## config.mk

```make
export PLATFORM = sky130hd
export DESIGN_NAME = vblkHdrParser
export DESIGN_NICKNAME = d
export VERILOG_FILES = /design/src/rtl/vblk_pkg.sv /design/src/rtl/vblkHdrCtrl.sv /design/src/rtl/vblkHdrData.sv /design/src/rtl/vblkHdrParser.sv
export SDC_FILE = /design/constraint.sdc
export NUM_CORES = 1
export LEC_CHECK = 0
export BUFFER_PORTS_ARGS = -buffer_cell sky130_fd_sc_hd__buf_4
export CAP_MARGIN = 20
export CORE_ASPECT_RATIO = 0.7
export CORE_MARGIN = 5
export CORE_UTILIZATION = 45
export CTS_CLUSTER_DIAMETER = 120
export CTS_CLUSTER_SIZE = 8
export DETAILED_ROUTE_END_ITERATION = 6
export GPL_TIMING_DRIVEN = 0
export PLACE_DENSITY = 0.74
export REMOVE_ABC_BUFFERS = 1
export SLEW_MARGIN = 20
export SYNTH_ARGS = -nofsm -noshare
export SYNTH_HDL_FRONTEND = slang
export SYNTH_SLANG_ARGS = --single-unit
```

## constraint.sdc

```tcl
create_clock -name clk -period 1.85 [get_ports clk]
set_input_delay 0.555 -clock clk [delete_from_list [all_inputs] [get_ports clk]]
set_output_delay 0.555 -clock clk [all_outputs]
set_load 0.005 [all_outputs]
```

## src/rtl/vblk_pkg.sv

```systemverilog
package vblk_pkg;
  localparam logic [6:0] HDR_OPC = 7'b1111111;

  typedef enum logic [1:0] {
    MODE_NONE  = 2'b00,
    MODE_SHORT = 2'b01,
    MODE_LONG  = 2'b10,
    MODE_TWIN  = 2'b11
  } pfxMode_t;

  typedef enum logic [2:0] {
    ST_IDLE, ST_SHORT, ST_LONG, ST_SECOND, ST_BODY
  } parseSt_t;

  typedef struct packed {
    logic clearAll;
    logic capHdr;
    logic capShort;
    logic capLong;
    logic capSecond;
    logic markDone;
    logic setPfx;
    logic markNotHdr;
    logic countUp;
  } dpStrobe_t;
endpackage

```

## src/rtl/vblkHdrCtrl.sv

```systemverilog
module vblkHdrCtrl
  import vblk_pkg::*;
(
  input  logic       clk,
  input  logic       rst,
  input  logic       blockEnd,
  input  logic       inValid,
  input  logic [6:0] inOpc,
  input  logic [1:0] inMode,
  input  logic [1:0] modeQ,
  output logic       inReady,
  output dpStrobe_t  strobe
);
  parseSt_t stQ, stNxt;
  logic accept;

  assign inReady = !blockEnd;
  assign accept  = inValid && inReady;

  always_comb begin
    stNxt = stQ;
    strobe = '0;
    strobe.clearAll = blockEnd;
    if (accept) begin
      case (stQ)
        ST_IDLE: begin
          if (inOpc == HDR_OPC) begin
            strobe.capHdr  = 1'b1;
            strobe.countUp = 1'b1;
            if (inMode == MODE_NONE) begin
              strobe.markDone = 1'b1;
              stNxt = ST_BODY;
            end else begin
              stNxt = ST_SHORT;
            end
          end else begin
            strobe.markNotHdr = 1'b1;
          end
        end
        ST_SHORT: begin
          strobe.capShort = 1'b1;
          strobe.countUp  = 1'b1;
          if (modeQ == MODE_SHORT) begin
            strobe.markDone = 1'b1;
            strobe.setPfx   = 1'b1;
            stNxt = ST_BODY;
          end else begin
            stNxt = ST_LONG;
          end
        end
        ST_LONG: begin
          strobe.capLong = 1'b1;
          strobe.countUp = 1'b1;
          if (modeQ == MODE_LONG) begin
            strobe.markDone = 1'b1;
            strobe.setPfx   = 1'b1;
            stNxt = ST_BODY;
          end else begin
            stNxt = ST_SECOND;
          end
        end
        ST_SECOND: begin
          strobe.capSecond = 1'b1;
          strobe.countUp   = 1'b1;
          strobe.markDone  = 1'b1;
          strobe.setPfx    = 1'b1;
          stNxt = ST_BODY;
        end
        default: strobe.countUp = 1'b1;
      endcase
    end
    if (blockEnd) stNxt = ST_IDLE;
  end

  always_ff @(posedge clk) begin
    if (rst) stQ <= ST_IDLE;
    else     stQ <= stNxt;
  end
endmodule

```

## src/rtl/vblkHdrData.sv

```systemverilog
module vblkHdrData
  import vblk_pkg::*;
#(
  parameter int HALF_W  = 16,
  parameter int POS_W   = 8,
  parameter int OFF_W   = 5,
  parameter int SHORT_W = 11
) (
  input  logic               clk,
  input  logic               rst,
  input  logic [HALF_W-1:0]  inHalf,
  input  dpStrobe_t          strobe,
  output logic [1:0]         modeQ,
  output logic [2:0]         lenQ,
  output logic               doneQ,
  output logic               notHdrQ,
  output logic               hasPfxQ,
  output logic [OFF_W-1:0]   offQ,
  output logic [SHORT_W-1:0] shortQ,
  output logic               hasLongQ,
  output logic [HALF_W-1:0]  longQ,
  output logic               setLenQ,
  output logic               hasSecondQ,
  output logic [HALF_W-1:0]  secondQ,
  output logic [POS_W-1:0]   posQ,
  output logic               activeQ
);
  localparam int OFF_LSB = HALF_W - OFF_W;
  localparam logic [POS_W-1:0] POS_MAX = '1;

  logic [POS_W-1:0] offWide;
  logic reachNow;

  assign offWide  = POS_W'(offQ);
  assign reachNow = hasPfxQ && (posQ >= offWide);

  always_ff @(posedge clk) begin
    if (rst || strobe.clearAll) begin
      modeQ <= '0; lenQ <= '0; doneQ <= 1'b0; notHdrQ <= 1'b0;
      hasPfxQ <= 1'b0; offQ <= '0; shortQ <= '0; hasLongQ <= 1'b0;
      longQ <= '0; setLenQ <= 1'b0; hasSecondQ <= 1'b0; secondQ <= '0;
      posQ <= '0; activeQ <= 1'b0;
    end else begin
      doneQ   <= strobe.markDone;
      notHdrQ <= strobe.markNotHdr;
      setLenQ <= strobe.capLong;
      if (reachNow) activeQ <= 1'b1;
      if (strobe.countUp && posQ != POS_MAX) posQ <= posQ + 1'b1;
      if (strobe.setPfx) hasPfxQ <= 1'b1;
      if (strobe.capHdr) begin
        modeQ <= inHalf[8:7];
        lenQ  <= inHalf[14:12];
      end
      if (strobe.capShort) begin
        offQ   <= inHalf[HALF_W-1:OFF_LSB];
        shortQ <= inHalf[SHORT_W-1:0];
      end
      if (strobe.capLong) begin
        longQ    <= inHalf;
        hasLongQ <= 1'b1;
      end
      if (strobe.capSecond) begin
        secondQ    <= inHalf;
        hasSecondQ <= 1'b1;
      end
    end
  end
endmodule

```

## src/rtl/vblkHdrParser.sv

```systemverilog
module vblkHdrParser
  import vblk_pkg::*;
#(
  parameter int POS_W = 8
) (
  input  logic        clk,
  input  logic        rst,
  input  logic        blockEnd,
  input  logic        inValid,
  input  logic [15:0] inHalf,
  output logic        inReady,
  output logic        hdrDone,
  output logic        notHeader,
  output logic [1:0]  modeOut,
  output logic [2:0]  lenField,
  output logic        hasPrefix,
  output logic [4:0]  actOffset,
  output logic [10:0] shortPfx,
  output logic        hasLong,
  output logic [15:0] longExt,
  output logic        setLenReq,
  output logic        hasSecond,
  output logic [15:0] secondPfx,
  output logic [POS_W-1:0] halfPos,
  output logic        pfxActive
);
  dpStrobe_t strobe;

  vblkHdrCtrl u_ctrl (
    .clk(clk), .rst(rst), .blockEnd(blockEnd), .inValid(inValid),
    .inOpc(inHalf[6:0]), .inMode(inHalf[8:7]), .modeQ(modeOut),
    .inReady(inReady), .strobe(strobe)
  );

  vblkHdrData #(.HALF_W(16), .POS_W(POS_W), .OFF_W(5), .SHORT_W(11)) u_data (
    .clk(clk), .rst(rst), .inHalf(inHalf), .strobe(strobe),
    .modeQ(modeOut), .lenQ(lenField), .doneQ(hdrDone), .notHdrQ(notHeader),
    .hasPfxQ(hasPrefix), .offQ(actOffset), .shortQ(shortPfx),
    .hasLongQ(hasLong), .longQ(longExt), .setLenQ(setLenReq),
    .hasSecondQ(hasSecond), .secondQ(secondPfx), .posQ(halfPos),
    .activeQ(pfxActive)
  );
endmodule

```

* Word-level counts from Yosys, hierarchy flattened *
Index checks and enable logic that the tools add are counted.

cells by class
  mux-type cells = 20
  order comparisons = 1
  equal/unequal tests = 8
  bitwise logic cells = 2
  reduce and logical (&&, ||, !) cells = 12
  $add $sub $neg = 1

operators by type and width
  kind                                                                    number
  3-bit 2-to-1 mux                                                        4
  3-bit one-hot mux with 4 select lines                                   1
  1-bit 2-to-1 mux                                                        10
  8-bit by 1-bit adder with 8-bit output (second input constant)          1
  8-bit by 5-bit greater-or-equal comparator with 1-bit output            1
  8-bit 2-to-1 mux                                                        1
  8-bit != test (second input constant)                                   1
  7-bit equality test (second input constant)                             1
  3-bit by 2-bit equality test with 1-bit output (second input constant)  2
  2-bit 2-to-1 mux                                                        2
  1-bit one-hot mux with 4 select lines                                   1
  4-bit nonzero test                                                      1
  2-bit OR reduction                                                      2
  3-bit by 1-bit equality test with 1-bit output (second input constant)  1
  1-bit logical AND                                                       3
  3-bit logical NOT                                                       1
  1-bit one-hot mux with 3 select lines                                   1
  3-bit AND reduction                                                     1
  3-bit OR reduction                                                      1
  2-bit by 1-bit equality test with 1-bit output (second input constant)  1
  2-bit equality test (second input constant)                             1
  2-bit logical NOT                                                       1
  2-bit by 1-bit != test with 1-bit output (second input constant)        1
  1-bit NOT                                                               2
  2 further kinds                                                         2

storage, ports and cells
  flip-flop bits (word level) = 71
  bits of input ports = 20
  logic and storage cells = 59
  output and inout port bits = 69

* Logic depth before layout (Yosys ltp) *
Gate-level depths: netlist (run 1).

  depth after elaboration = 6
  depth in mapped cells = 7
  depth with buffers taken out = 6

* Hierarchy *
From an unflattened synthesis (run 1), not the netlist that was laid out.

unflattened totals
  cells, all modules = 295
  area, all modules = 2,947.8 um^2

by module, submodules not included
  module       cells each  area each (um^2)  instances  seq. area each (um^2)
  vblkHdrData  251         2,596.2           1          1,361.3
  vblkHdrCtrl  44          351.6             1          60.1

* Worst setup path before layout (run 1) *
OpenSTA, ideal clock, no wires.

  path type = input -> register
  start = input blockEnd
  end = register u_data.secondQ[10]
  data arrival time = 1.564 ns
  path buffers = 3
  slack = 0.159 ns
  stages on the path = 7
  required time = 1.722 ns
  library setup time = 0.128 ns
  cells stage by stage = buf_6 -> nor3b_4 -> nand3_1 -> buf_4 -> buf_6 -> mux2i_1 -> nor2_1

on the way
  cells in the longest elaborated chain, start to end = 3
  elaborated cells on any way between the ends = 4
  those cells by class = mux: 1; reduce/logical: 3

RTL lines
  item                  line                source
  from (decl)           vblkHdrParser.sv:8  input logic blockEnd,
  1-bit logical NOT     vblkHdrCtrl.sv:17   assign inReady = !blockEnd;
  1-bit logical AND     vblkHdrCtrl.sv:18   assign accept = inValid && inReady;
  8-bit 2-to-1 mux      vblkHdrCtrl.sv:24   if (accept) begin
  to (signal assigned)  vblkHdrData.sv:63   secondQ <= inHalf;
  to (decl)             vblkHdrData.sv:24   output logic [HALF_W-1:0] secondQ,

Parallel ways exist; a longest one is shown, timed or not.
A chain may end at the register's enable or synchronous reset.

* Worst setup path after layout (run 1) *
  start = register u_data.posQ[1]
  end = register u_data.posQ[0]

on the way
  cells in the longest elaborated chain, start to end = 2

RTL lines
  item                    line               source
  from (decl)             vblkHdrData.sv:25  output logic [POS_W-1:0] posQ,
  from (signal assigned)  vblkHdrData.sv:48  if (strobe.countUp && posQ != POS_MAX) posQ <= posQ + 1'b1;
  8-bit != test           vblkHdrData.sv:48
  1-bit logical AND       vblkHdrData.sv:48

No other way between the ends.

==> results of run 1 <==
==> cell usage after synthesis, types with 4 or more instances <==
cell type                  instances  share of area
sky130_fd_sc_hd__a21oi_1          37          0.063
sky130_fd_sc_hd__a211oi_1          4          0.010
sky130_fd_sc_hd__buf_6             4          0.015
sky130_fd_sc_hd__dfxtp_1          71           0.49
sky130_fd_sc_hd__nand4_1           5          0.011
sky130_fd_sc_hd__nor4_1            4         0.0086
sky130_fd_sc_hd__nor3_1            5         0.0086
sky130_fd_sc_hd__nor2_1           30          0.039
sky130_fd_sc_hd__clkbuf_1          7         0.0090
sky130_fd_sc_hd__inv_1             9          0.012
sky130_fd_sc_hd__nand2_1          73          0.094
sky130_fd_sc_hd__ha_1              6          0.026
sky130_fd_sc_hd__buf_2             5         0.0086
sky130_fd_sc_hd__nand3_1           5         0.0086
sky130_fd_sc_hd__mux2i_1          23          0.079
==> routing by layer <==
metal  GRT usage  vias up  share of wire
li1            -     1315              -
met1       0.246     1260           0.45
met2       0.293       96           0.45
met3      0.0854        8          0.094
met4      0.0582        0          0.011
met5           0        -              0
==> report_power, final <==
part	total, W	internal (W)	switching, W
combinational	0.000113	0.0000430	0.0000695
sequential	0.00153	0.00153	0.000000507
clock	0.00121	0.000654	0.000558
total	0.00285	0.00223	0.000628
==> cell type report <==
type / count / area [um2] / area share
clock inverters: 4 / 45.0 / 0.0119
repair buffers: 90 / 676 / 0.178
multi-input cells: 236 / 1370 / 0.362
inverters: 9 / 33.8 / 0.00891
flip-flops and latches: 71 / 1420 / 0.375
clock buffers: 12 / 145 / 0.0383
well taps: 78 / 97.6 / 0.0257
==> metrics by stage <==
| step | utilization | instances | hold slack (ns) | total power, W | setup slack [ns] |
|---|---|---|---|---|---|
| floorplan | - | 316 | 0.442 | 0.00160 | -0.862 |
| global placement | 0.568 | 482 | 0.435 | 0.00167 | -1.96 |
| detailed placement | 0.568 | 482 | 0.439 | 0.00167 | -0.819 |
| CTS | 0.602 | 499 | 0.450 | 0.00288 | 0.00612 |
| global route | 0.604 | 500 | 0.471 | 0.00297 | 0.00856 |
| finish | 0.604 | 500 | 0.447 | 0.00285 | 0.152 |
==> final timing paths <==
check | startpoint | to | slack (ns)
max | u_data.posQ[1] | u_data.posQ[0] | 0.15
min | u_data.hasSecondQ | u_data.hasSecondQ | 0.45
max reg2reg | u_data.posQ[1] | u_data.posQ[0] | 0.15
min reg2reg | u_data.hasSecondQ | u_data.hasSecondQ | 0.45
==> sequential cells by signal, summed over array words and instances (netlist names) <==
signal and count:
u_data.hasPfxQ 1, u_data.hasSecondQ 1, u_data.hasLongQ 1, u_data.modeQ 2, u_ctrl.stQ 3, u_data.offQ 5, u_data.secondQ 16, u_data.setLenQ 1
u_data.shortQ 11, u_data.lenQ 3, u_data.doneQ 1, u_data.notHdrQ 1, u_data.posQ 8, u_data.activeQ 1, u_data.longQ 16
==> logic make-up after synthesis <==
logic type                 Yosys count  synth area share
and+or+nand+nor                    147             0.234
DFF                                 71             0.486
AOI/OAI and AO/OA                   59             0.120
buffers and inverters               28            0.0522
muxes                               23            0.0788
adders and majority gates            6            0.0257
xor gates and xnor gates             1           0.00300
==> worst max-delay path, stage by stage, from the launching register on <==
cell and delay (ns):
sky130_fd_sc_hd__dfxtp_1 0.46, sky130_fd_sc_hd__ha_1 0.29, sky130_fd_sc_hd__nand4_1 0.19, sky130_fd_sc_hd__o21a_1 0.30
sky130_fd_sc_hd__a211oi_1 0.27, sky130_fd_sc_hd__a31o_2 0.13
==> repair_timing <==
| item | in CTS | in global routing |
|---|---|---|
| gates resized for setup | 3 | 4 |
| gates cloned | 0 | 0 |
| setup buffers | 1 | 1 |
| hold buffers | 0 | 0 |
| endpoints found under the setup margin | 18 | 37 |
| pin swaps | 2 | 0 |
==> out/summary.md, run 1 <==
The logs give 2679 for the detailed-route via count and 0.00823 mm2 for the full die area. The worst hold path passes through 2 cells. The logs give 0 for the number of hold-slack violations in the final timing report and 24 for the count of standard-cell rows. In this run, the number of DRC markers left after iteration 0 of detailed routing was 99. For this block, the routed nets add up to 7.74 mm of wire.

The final setup TNS came out at 0 ns. After floorplanning, the core was sized to cover 0.00628 mm2. For the remaining design rule violation count, the log shows 0. Entering global routing, the biggest net connects 64 pins. The maximum clock insertion buffer count is 2. Once layout is done, the placed cells without fillers occupy 0.00379 mm2.

The main flop type after synthesis is sky130_fd_sc_hd__dfxtp_1. After synthesis, the netlist uses 43 different library cells. The number of buffer cells added on primary ports is 88.

The critical path class is reg -> reg. The logs give 0.192 for the combined global-route utilization of all metal layers and 443 for the layout net count. At the pin with the least slew margin, the transition time is 0.698 ns. The top cell types in the final layout, fill and taps aside, are 90 x sky130_fd_sc_hd__buf_4, 73 x sky130_fd_sc_hd__nand2_1, 70 x sky130_fd_sc_hd__dfxtp_1. Counting flops and latches in the post-synthesis netlist gives 71. The via count of the first global-routing pass was 2555; the count of flip-flops with a built-in enable after synthesis was 0.

Setup violations remaining at the end of the flow were counted as 0. The Yosys step of the flow raised 0 warnings. For the global-route congestion overflow total, the log shows 0. In this run the worst path has a maximum fanout of 7.

The library cell used most frequently in the layout, excluding fill and tap cells, is sky130_fd_sc_hd__buf_4. Averaged over all synthesized cells, the footprint is 8.72 um2. Once detail routing completed, the nets flagged for antenna violations numbered 0. The starting density of the core was 0.466; the total standard cell area after synthesis was 0.00292 mm2. The number of cells on the worst reg-to-reg path is 5. Buffers inserted during clock tree synthesis total 9.

Pin placement for this block handled 89 I/O pins. Counting the fill cells in the layout gives 567. STA classifies the critical path startpoint as a register. Detailed placement finished with a half-perimeter wire length of 5.36 mm. The flow ran to the end, and the final reports show no timing, DRC or antenna violations. The share of final-layout standard cells stronger than drive strength 1 works out to 0.270. The tools report the kind of capture point of the worst setup path as a register. The detailed-route wire length per cell was 15.5 um; the static power due to leakage was 1.62 nW. STA puts the critical path data arrival time at 1.98 ns. The final clock period utilization by the worst path works out to 0.918. After detailed placement, the total cell area comes to 0.00356 mm2. The run gives 4 as the number of search-and-repair iterations in the first detailed-routing pass.

Clock-pin slew was measured on the worst setup and hold paths at 0.07 ns. The die width is 106 um. Global-route wire length before repair: 12.7 mm. The area growth from synthesis to layout is 29.7%. The number of antenna diodes in the final layout is 0. The power per standard cell area is 753 mW/mm2, and the CTS sink count is 71. The routability-driven placement congestion ratio is 0.791, and the time the worst path needs with I/O delays and setup is 1.70 ns. The reported max-cap violation count is 0.

Cell at the root of the clock tree: sky130_fd_sc_hd__clkbuf_8. The tools report the worst clock skew as 0.0101 ns. The tools report the maximum clock frequency as 0.589 GHz. The part of the Yosys area used for sequential elements is 0.486, and the worst relative slew slack is 0.534.

For the number of H-tree levels, the log shows 3. STA puts the critical path data required time at 2.13 ns. The fraction of synthesis flops using an asynchronous set or reset pin works out to 0. TritonCTS built the clock tree.

Setup repair after global routing left no endpoint under its margin. For the source-to-sink clock delay at the later pin of the worst-skew pair, the log shows 0.34 ns. The chip height works out to 77.4 um.

In this run the worst hold path is classified as reg -> reg. Synthesis produced 335 cells. The number of antenna violations at the first check in global routing was 0. The logs give 0 for the number of slew-limit violations in the final report and 0.403 mV for the maximum vdd drop. The detail-routed via count per cell was 5.36.
Power figures use the tool's default switching activity.
==> run 2, diff against run 1 <==
--- a/config.mk
+++ b/config.mk
@@ -7,7 +7,7 @@
 export LEC_CHECK = 0
 export BUFFER_PORTS_ARGS = -buffer_cell sky130_fd_sc_hd__buf_4
 export CAP_MARGIN = 20
-export CORE_ASPECT_RATIO = 0.7
+export CORE_ASPECT_RATIO = 0.6
 export CORE_MARGIN = 5
 export CORE_UTILIZATION = 45
 export CTS_CLUSTER_DIAMETER = 120
==> out/summary.md, run 2 (synthesized netlist as in run 1, its figures left out) <==
The run finished with clean final reports. TritonCTS built the clock tree. Chip height: 72.4 um (-6.5%). The tools report the number of slew-limit violations in the final report as 0 (unchanged). The via count of the first global-routing pass came out at 2389 (-6.5%). Walking the worst path, the cells encountered are nor3b_4 -> and4_1 -> mux2i_1 -> nor2_1. The tightest min-delay check is of the reg -> reg type. The detailed-route wire length per cell is 15.1 um (-2.7%). The required time at the endpoint of the critical path is 2.04 ns (-0.09 ns). For the placeable core region, the log shows 0.00622 mm2 (-0.88%).

The total inserted antenna cells was 0 (unchanged); the maximum clock frequency was 0.587 GHz (-0.37%). For the CTS sink count, the log shows 71 (unchanged). The global-route wire length before repair is 11.8 mm (-6.6%), and the number of search-and-repair iterations in the first detailed-routing pass is 4 (unchanged).

The static power due to leakage came out at 1.62 nW (+0.42%). For the worst clock skew, the log shows 0.00681 ns (-0.00330 ns). The layout net count was 446 (+0.68%). The pin count of the biggest net entering global routing is 64 (unchanged), and the number of hold-slack violations in the final timing report is 0 (unchanged).

The worst setup path is launched from a register. The source-to-sink clock delay at the later pin of the worst-skew pair came out at 0.34 ns (about the same). The register share of total power is 0.534 (-0.002).

The largest fanout on the critical path is 9 (+2). Worst hold slack across all endpoints: 0.450 ns (+0.00308 ns). Among cell families on the critical path, the largest total delay comes from simple AND/OR/NAND/NOR gates.

Setup repair after global routing left no endpoint under its margin. For the worst relative slew slack, the log shows 0.535 (+0.000779). Critical path class: reg -> reg.

The total power after layout was 0.00286 W (+0.25%); the count of nets left with antenna violations after detail routing was 0 (unchanged). The top cell types in the final layout, fill and taps aside, are 92 x sky130_fd_sc_hd__buf_4, 73 x sky130_fd_sc_hd__nand2_1, 70 x sky130_fd_sc_hd__dfxtp_1. Final clock period utilization by the worst path: 0.921 (+0.00343). Overall routed net length: 7.65 mm (-1.1%). The die width is 114 um (+7.3%). The maximum vdd drop is 0.377 mV (-6.3%). The tools report the half-perimeter wire length of the detailed placement result as 5.44 mm (+1.5%).

The tools report the count of hold buffers inserted by post-cts repair as 0 (unchanged). The kind of capture point of the worst setup path is a register. For the remaining design rule violation count, the log shows 0 (unchanged). The run gives 0 (unchanged) as the reported max-cap violation count.

Number of H-tree levels: 3 (unchanged). The time the worst path needs with I/O delays and setup is 1.70 ns (+0.00634 ns), and the maximum cell stage delay along the critical path is 0.47 ns (about the same). The share of final-layout standard cells stronger than drive strength 1 was 0.278 (+0.00816). Starting DRC count in detailed routing: 154 (+56%). For the top-level port count, the log shows 89 (unchanged). The tools report the part of the power in the clock network as 0.426 (about the same).

For the routability-driven placement congestion ratio, the log shows 0.842 (+6.4%). The maximum clock insertion buffer count was 2 (unchanged); the power share of the combinational group was 0.040 (about the same). The detail-routed via count per cell was 5.27 (-1.6%).

The number of buffer cells added on primary ports came out at 88 (unchanged). Most common cell after layout, fill and taps aside: sky130_fd_sc_hd__buf_4. The total CTS buffers is 9 (unchanged), and the transition time at the pin with the least slew margin is 0.697 ns (-0.00117 ns). The final core utilization came out at 0.617 (+0.0126). For the combined global-route utilization of all metal layers, the log shows 0.182 (-0.00979). The root buffer cell chosen for the clock tree is sky130_fd_sc_hd__clkbuf_8. Arrival time at the worst endpoint: 1.90 ns (-0.08 ns). The post-layout worst setup margin was 0.146 ns (-0.00634 ns); the net switching power was 0.000638 W (+1.6%). For the final setup violation count, the log shows 0 (unchanged). The largest registers in the layout are u_data.longQ (16), u_data.secondQ (16), u_data.shortQ (11). The switching part of the total is 0.223 (+0.00305), and the count of standard-cell rows is 22 (-8.3%). The number of filler instances in the final layout was 552 (-2.6%).

The number of buffer and inverter stages on the critical path is 0 (unchanged), and the detailed-route via count is 2677 (-0.075%). From synthesis to final layout, the design area changed by 31.3%. Global-route congestion overflow total: 0 (unchanged). The minimum setup slack after placement is -0.458 ns (+0.361 ns), and the power per standard cell area is 746 mW/mm2 (-0.93%). Starting density of the core: 0.470 (+0.00412). The slowest library cell on the worst path was sky130_fd_sc_hd__and4_1. For the number of antenna violations at the first check in global routing, the log shows 0 (unchanged). The full die area came out at 0.00826 mm2 (+0.33%). The final setup TNS was 0 ns (unchanged); the design internal power was 0.00222 W (-0.14%).

Clock transition at the registers of the reported paths: 0.08 ns (about the same).
## run 2: cell types whose count changed in the layout (fill, tap and decap cells not counted), moves of 2 or more
cell / delta
sky130_fd_sc_hd__clkinvlp_4: +2
sky130_fd_sc_hd__buf_4: +2
sky130_fd_sc_hd__clkbuf_1: -2
sky130_fd_sc_hd__clkinv_2: -2
## run 2: repair_timing
action                                  CTS  global route
pin swaps                                 0             1
endpoints found under the setup margin    9            45
hold endpoints to repair                  0             0
gates resized for setup                   1             6
setup buffers                             0             4
## run 2: cell type report
type                            count  area (um2)  share of cell area
Clock buffer                       10         138              0.0359
Clock inverter                      5        58.8              0.0153
Inverter                            9        33.8             0.00881
Sequential cell                    71        1420               0.371
Tap cell                           84         105              0.0274
Multi-Input combinational cell    236        1370               0.358
Timing Repair Buffer               93         706               0.184
## run 2: worst paths after layout
kind                     start           endpoint  slack, ns  cells past startpoint
min          u_data.hasSecondQ  u_data.hasSecondQ       0.45                      2
max              u_ctrl.stQ[2]    u_data.modeQ[0]       0.15                      4
max reg2reg      u_ctrl.stQ[2]    u_data.modeQ[0]       0.15                      4
min reg2reg  u_data.hasSecondQ  u_data.hasSecondQ       0.45                      2
## run 2: metal layers
metal	wire [um]	up-vias	GRT usage
li1	-	1328	-
met1	3690	1237	0.255
met2	3120	105	0.256
met3	783	7	0.0750
met4	58	0	0.0553
met5	0	-	0
## run 2: stage by stage
stage               area, um2  cells
floorplan                2800    316
global placement         3570    488
detailed placement       3590    489
CTS                      3790    504
global route             3840    508
finish                   3840    508
## run 2: power by group through the flow
| stage | clock [W] | sequential, W | combinational [W] |
|---|---|---|---|
| finish | 0.00122 | 0.00153 | 0.000114 |
| floorplan | 0 | 0.00156 | 0.0000391 |
| detailed placement | 0 | 0.00156 | 0.000112 |
| CTS | 0.00125 | 0.00153 | 0.000113 |
| global route | 0.00132 | 0.00153 | 0.000124 |
| global placement | 0 | 0.00156 | 0.000110 |
## run 2: worst reg2reg max path: stages, from the launching register on
cell and delay [ns]:
sky130_fd_sc_hd__dfxtp_1 0.36, sky130_fd_sc_hd__nor3b_4 0.43, sky130_fd_sc_hd__and4_1 0.47, sky130_fd_sc_hd__mux2i_1 0.24, sky130_fd_sc_hd__nor2_1 0.06
==> run 3, diff against run 2 <==
--- a/config.mk
+++ b/config.mk
@@ -5,6 +5,7 @@
 export SDC_FILE = /design/constraint.sdc
 export NUM_CORES = 1
 export LEC_CHECK = 0
+export ABC_AREA = 1
 export BUFFER_PORTS_ARGS = -buffer_cell sky130_fd_sc_hd__buf_4
 export CAP_MARGIN = 20
 export CORE_ASPECT_RATIO = 0.6
@@ -14,7 +15,7 @@
 export CTS_CLUSTER_SIZE = 8
 export DETAILED_ROUTE_END_ITERATION = 6
 export GPL_TIMING_DRIVEN = 0
-export PLACE_DENSITY = 0.74
+export PLACE_DENSITY = 0.75
 export REMOVE_ABC_BUFFERS = 1
 export SLEW_MARGIN = 20
 export SYNTH_ARGS = -nofsm -noshare
==> out/summary.md, run 3 <==
The number of buffer cells added on primary ports was 88 (unchanged). In the post-synthesis netlist, the cell with the most instances is sky130_fd_sc_hd__nor2_1. The final clock period utilization by the worst path works out to 0.889 (-0.0319). The fraction of synthesis flops using an asynchronous set or reset pin works out to 0 (unchanged). The tools report the number of antenna violations at the first check in global routing as 0 (unchanged). The tools report the half-perimeter wire length of the detailed placement result as 5.50 mm (+1.2%).

The final setup violation count is 0 (unchanged), and the mean instance size in the synthesized netlist is 7.54 um2 (-14%). The logs give 383 (+14%) for the gate count of the mapped netlist and 0 ns (unchanged) for the final setup TNS. Reported max-cap violation count: 0 (unchanged). The CTS sink count is 71 (unchanged), and the largest fanout on the critical path is 20 (+11). The detailed-route wire length per cell came out at 13.6 um (-9.9%). The area overhead of the layout relative to synthesis was 34.0%; the design internal power was 0.00251 W (+13%). Leaving out fill and tap cells, the most frequent cells in the layout are 88 x sky130_fd_sc_hd__buf_4, 86 x sky130_fd_sc_hd__nor2_1, 71 x sky130_fd_sc_hd__dfxtp_1.

The run gives 0.34 ns (about the same) as the source-to-sink clock delay at the later pin of the worst-skew pair. Routability-driven placement congestion ratio: 0.822 (-2.4%). The tools report the arrival time at the worst endpoint as 1.91 ns (about the same).

The run gives 0.00312 W (+8.9%) as the total power after layout. The run gives 0.356 mV (-5.6%) as the maximum vdd drop. Chip height: 72.1 um (-0.50%). The switching part of the total is 0.194 (-0.0294).

The global-route wire length before repair is 12.5 mm (+5.5%). The total inserted antenna cells is 0 (unchanged). The tree is rooted in a sky130_fd_sc_hd__clkbuf_8. Share of final-layout standard cells stronger than drive strength 1: 0.262 (-0.0161). In the final layout, the registers with the most flip-flops are u_data.longQ (16), u_data.secondQ (16), u_data.shortQ (11). Setup repair after global routing left no endpoint under its margin.

The power share of the combinational group was 0.038 (-0.002). The static power due to leakage is 1.68 nW (+3.2%). The run gives 2 (unchanged) as the maximum clock insertion buffer count. The part of the power in the clock network was 0.472 (+0.046).

The critical path class was in -> reg. The logs give 0 (unchanged) for the count of hold buffers inserted by post-cts repair and 0 (unchanged) for the global-route congestion overflow total. The placement-stage cell area is 0.00360 mm2 (+0.49%), and the worst relative slew slack is 0.754 (+0.218). The starting density of the core came out at 0.469 (-0.00128). The count of standard-cell rows came out at 22 (unchanged). The part of the Yosys area used for sequential elements was 0.492 (+0.00569). Combined global-route utilization of all metal layers: 0.190 (+0.00779). The full die area is 0.00818 mm2 (-1.0%).

The count of cell types in the netlist was 26 (-40%). The tools report the top-level port count as 89 (unchanged). For the cell area after layout, the log shows 0.00387 mm2 (+0.91%). The kind of capture point of the worst setup path was a register. The number of hold-slack violations in the final timing report was 0 (unchanged); the placeable core region was 0.00617 mm2 (-0.89%). The die width is 113 um (-0.53%), and the storage element area is 0.00142 mm2 (about the same). The detail-routed via count per cell works out to 4.90 (-7.0%). The run gives 0.00766 ns (+0.000845 ns) as the worst clock skew. The number of search-and-repair iterations in the first detailed-routing pass was 4 (unchanged); the detailed-route via count was 2729 (+1.9%).

The power per standard cell area works out to 805 mW/mm2 (+7.9%). The total standard cell area after synthesis was 0.00289 mm2 (-1.2%); the warning count from the yosys run was 0 (unchanged). Summed over all instances, the cell type with the most area after synthesis is sky130_fd_sc_hd__dfxtp_1. The logs give 0.608 GHz (+3.6%) for the maximum clock frequency and 0 (unchanged) for the number of slew-limit violations in the final report. The count of flip-flops with a built-in enable after synthesis is 0 (unchanged), and the net switching power is 0.000604 W (-5.4%). The tools report the layout net count as 494 (+11%).

The overall routed net length was 7.56 mm (-1.2%). The main flop type after synthesis is sky130_fd_sc_hd__dfxtp_1. The area of the multi-input gates is 0.00129 mm2 (-5.8%). Ranked by instance count, the synthesized netlist is headed by 87 x sky130_fd_sc_hd__nor2_1, 71 x sky130_fd_sc_hd__dfxtp_1, 49 x sky130_fd_sc_hd__nand2_1. The run gives 0.491 (-0.043) as the register share of total power. The total CTS buffers was 9 (unchanged); the number of synthesized register bits was 71 (unchanged). The tools report the number of filler instances in the final layout as 590 (+6.9%). Required time at the endpoint of the critical path: 2.11 ns (+0.07 ns). The starting DRC count in detailed routing was 141 (-8.4%); the clock transition at the registers of the reported paths was 0.07 ns (about the same). The flow ran to the end, and the final reports show no timing, DRC or antenna violations.

The worst setup path is launched from an input pin. The pin count of the biggest net entering global routing came out at 49 (-23%). The proportion of netlist area held by the largest area contributor is 0.492 (+0.00569).

Transition time at the pin with the least slew margin: 0.366 ns (-0.331 ns). The class of the worst hold path was reg -> reg. By area the synthesized netlist is led by sky130_fd_sc_hd__dfxtp_1 49%, sky130_fd_sc_hd__nor2_1 11%, sky130_fd_sc_hd__o21ai_0 8.1%, sky130_fd_sc_hd__nand2_1 6.4%, sky130_fd_sc_hd__a21oi_1 5.5%. The time the worst path needs with I/O delays and setup was 1.65 ns (-0.0591 ns). TritonCTS built the clock tree. The via count of the first global-routing pass was 2600 (+8.8%). For the count of nets left with antenna violations after detail routing, the log shows 0 (unchanged). Worst hold slack across all endpoints: 0.452 ns (+0.00172 ns). The number of H-tree levels is 3 (unchanged), and the remaining design rule violation count is 0 (unchanged). The library cell used most frequently in the layout, excluding fill and tap cells, is sky130_fd_sc_hd__buf_4.
==> run 3: cell count changes in the layout (fill, tap and decap cells not counted), sizes merged, moves of 4 or more <==
cell / change
nor2: +59
o21ai: +51
inv: +23
mux2i: -23
nand2: -22
nand3: +14
a211oi: -4
a21oi: -4
buf: -4
nor4: -4
==> run 3: worst paths after layout <==
path	startpoint	cells after the start	slack (ns)	end
worst max register to register	u_data.posQ[1]	7	0.24	u_data.posQ[4]
worst max-delay path	blockEnd	8	0.20	u_data.secondQ[7]
worst min register to register	u_data.activeQ	2	0.45	u_data.activeQ
worst min-delay path	u_data.activeQ	2	0.45	u_data.activeQ
==> run 3: repair_timing <==
action                                  4_1_cts  5_1_grt
buffers inserted                              0        0
resized for setup                             3        3
endpoints found under the setup margin       19       26
==> run 3: cell families after synthesis <==
| group | count (synthesis) | synth area share |
|---|---|---|
| fa+ha+maj | 6 | 0.0260 |
| flops | 71 | 0.492 |
| xor+xnor | 4 | 0.0121 |
| buf+inv | 48 | 0.0697 |
| simple gates | 167 | 0.246 |
| compound gates | 87 | 0.155 |
==> run 3: metrics by stage <==
stage                     std cells  utilization  worst slack, ns
after detailed placement        541        0.585           -0.488
after global routing            557        0.628           0.0786
after floorplan                 368            -           -0.505
after CTS                       557        0.625           0.0564
after global placement          540        0.580            -1.82
final                           557        0.628            0.205
==> run 3: critical path: stages <==
cell	delay, ns
sky130_fd_sc_hd__buf_4	0.12
sky130_fd_sc_hd__inv_2	0.06
sky130_fd_sc_hd__nand2_2	0.08
sky130_fd_sc_hd__clkinvlp_4	0.22
sky130_fd_sc_hd__nand3_2	0.32
sky130_fd_sc_hd__inv_4	0.32
sky130_fd_sc_hd__o21ai_1	0.09
sky130_fd_sc_hd__a21oi_1	0.13
==> run 3: area by class of cell <==
type | instances | area share
tap | 84 | 0.0271
clock buffer | 13 | 0.0385
timing repair buffer | 89 | 0.176
inverter | 33 | 0.0343
multi-input combinational | 264 | 0.334
clock inverter | 3 | 0.0233
sequential | 71 | 0.367
==> run 3: power by group through the flow <==
stage               combinational [W]  clock (W)  sequential (W)
global placement             0.000109          0         0.00156
global route                 0.000131    0.00157         0.00153
detailed placement           0.000115          0         0.00156
finish                       0.000117    0.00147         0.00153
floorplan                   0.0000486          0         0.00156
CTS                          0.000115    0.00150         0.00153
==> run 3: metal layers <==
| layer | up-vias | global-route usage | share of wire |
|---|---|---|---|
| met3 | 4 | 0.0717 | 0.086 |
| li1 | 1410 | - | - |
| met1 | 1224 | 0.249 | 0.46 |
| met5 | - | 0 | 0 |
| met4 | 0 | 0.0427 | 0.0025 |
| met2 | 91 | 0.301 | 0.45 |
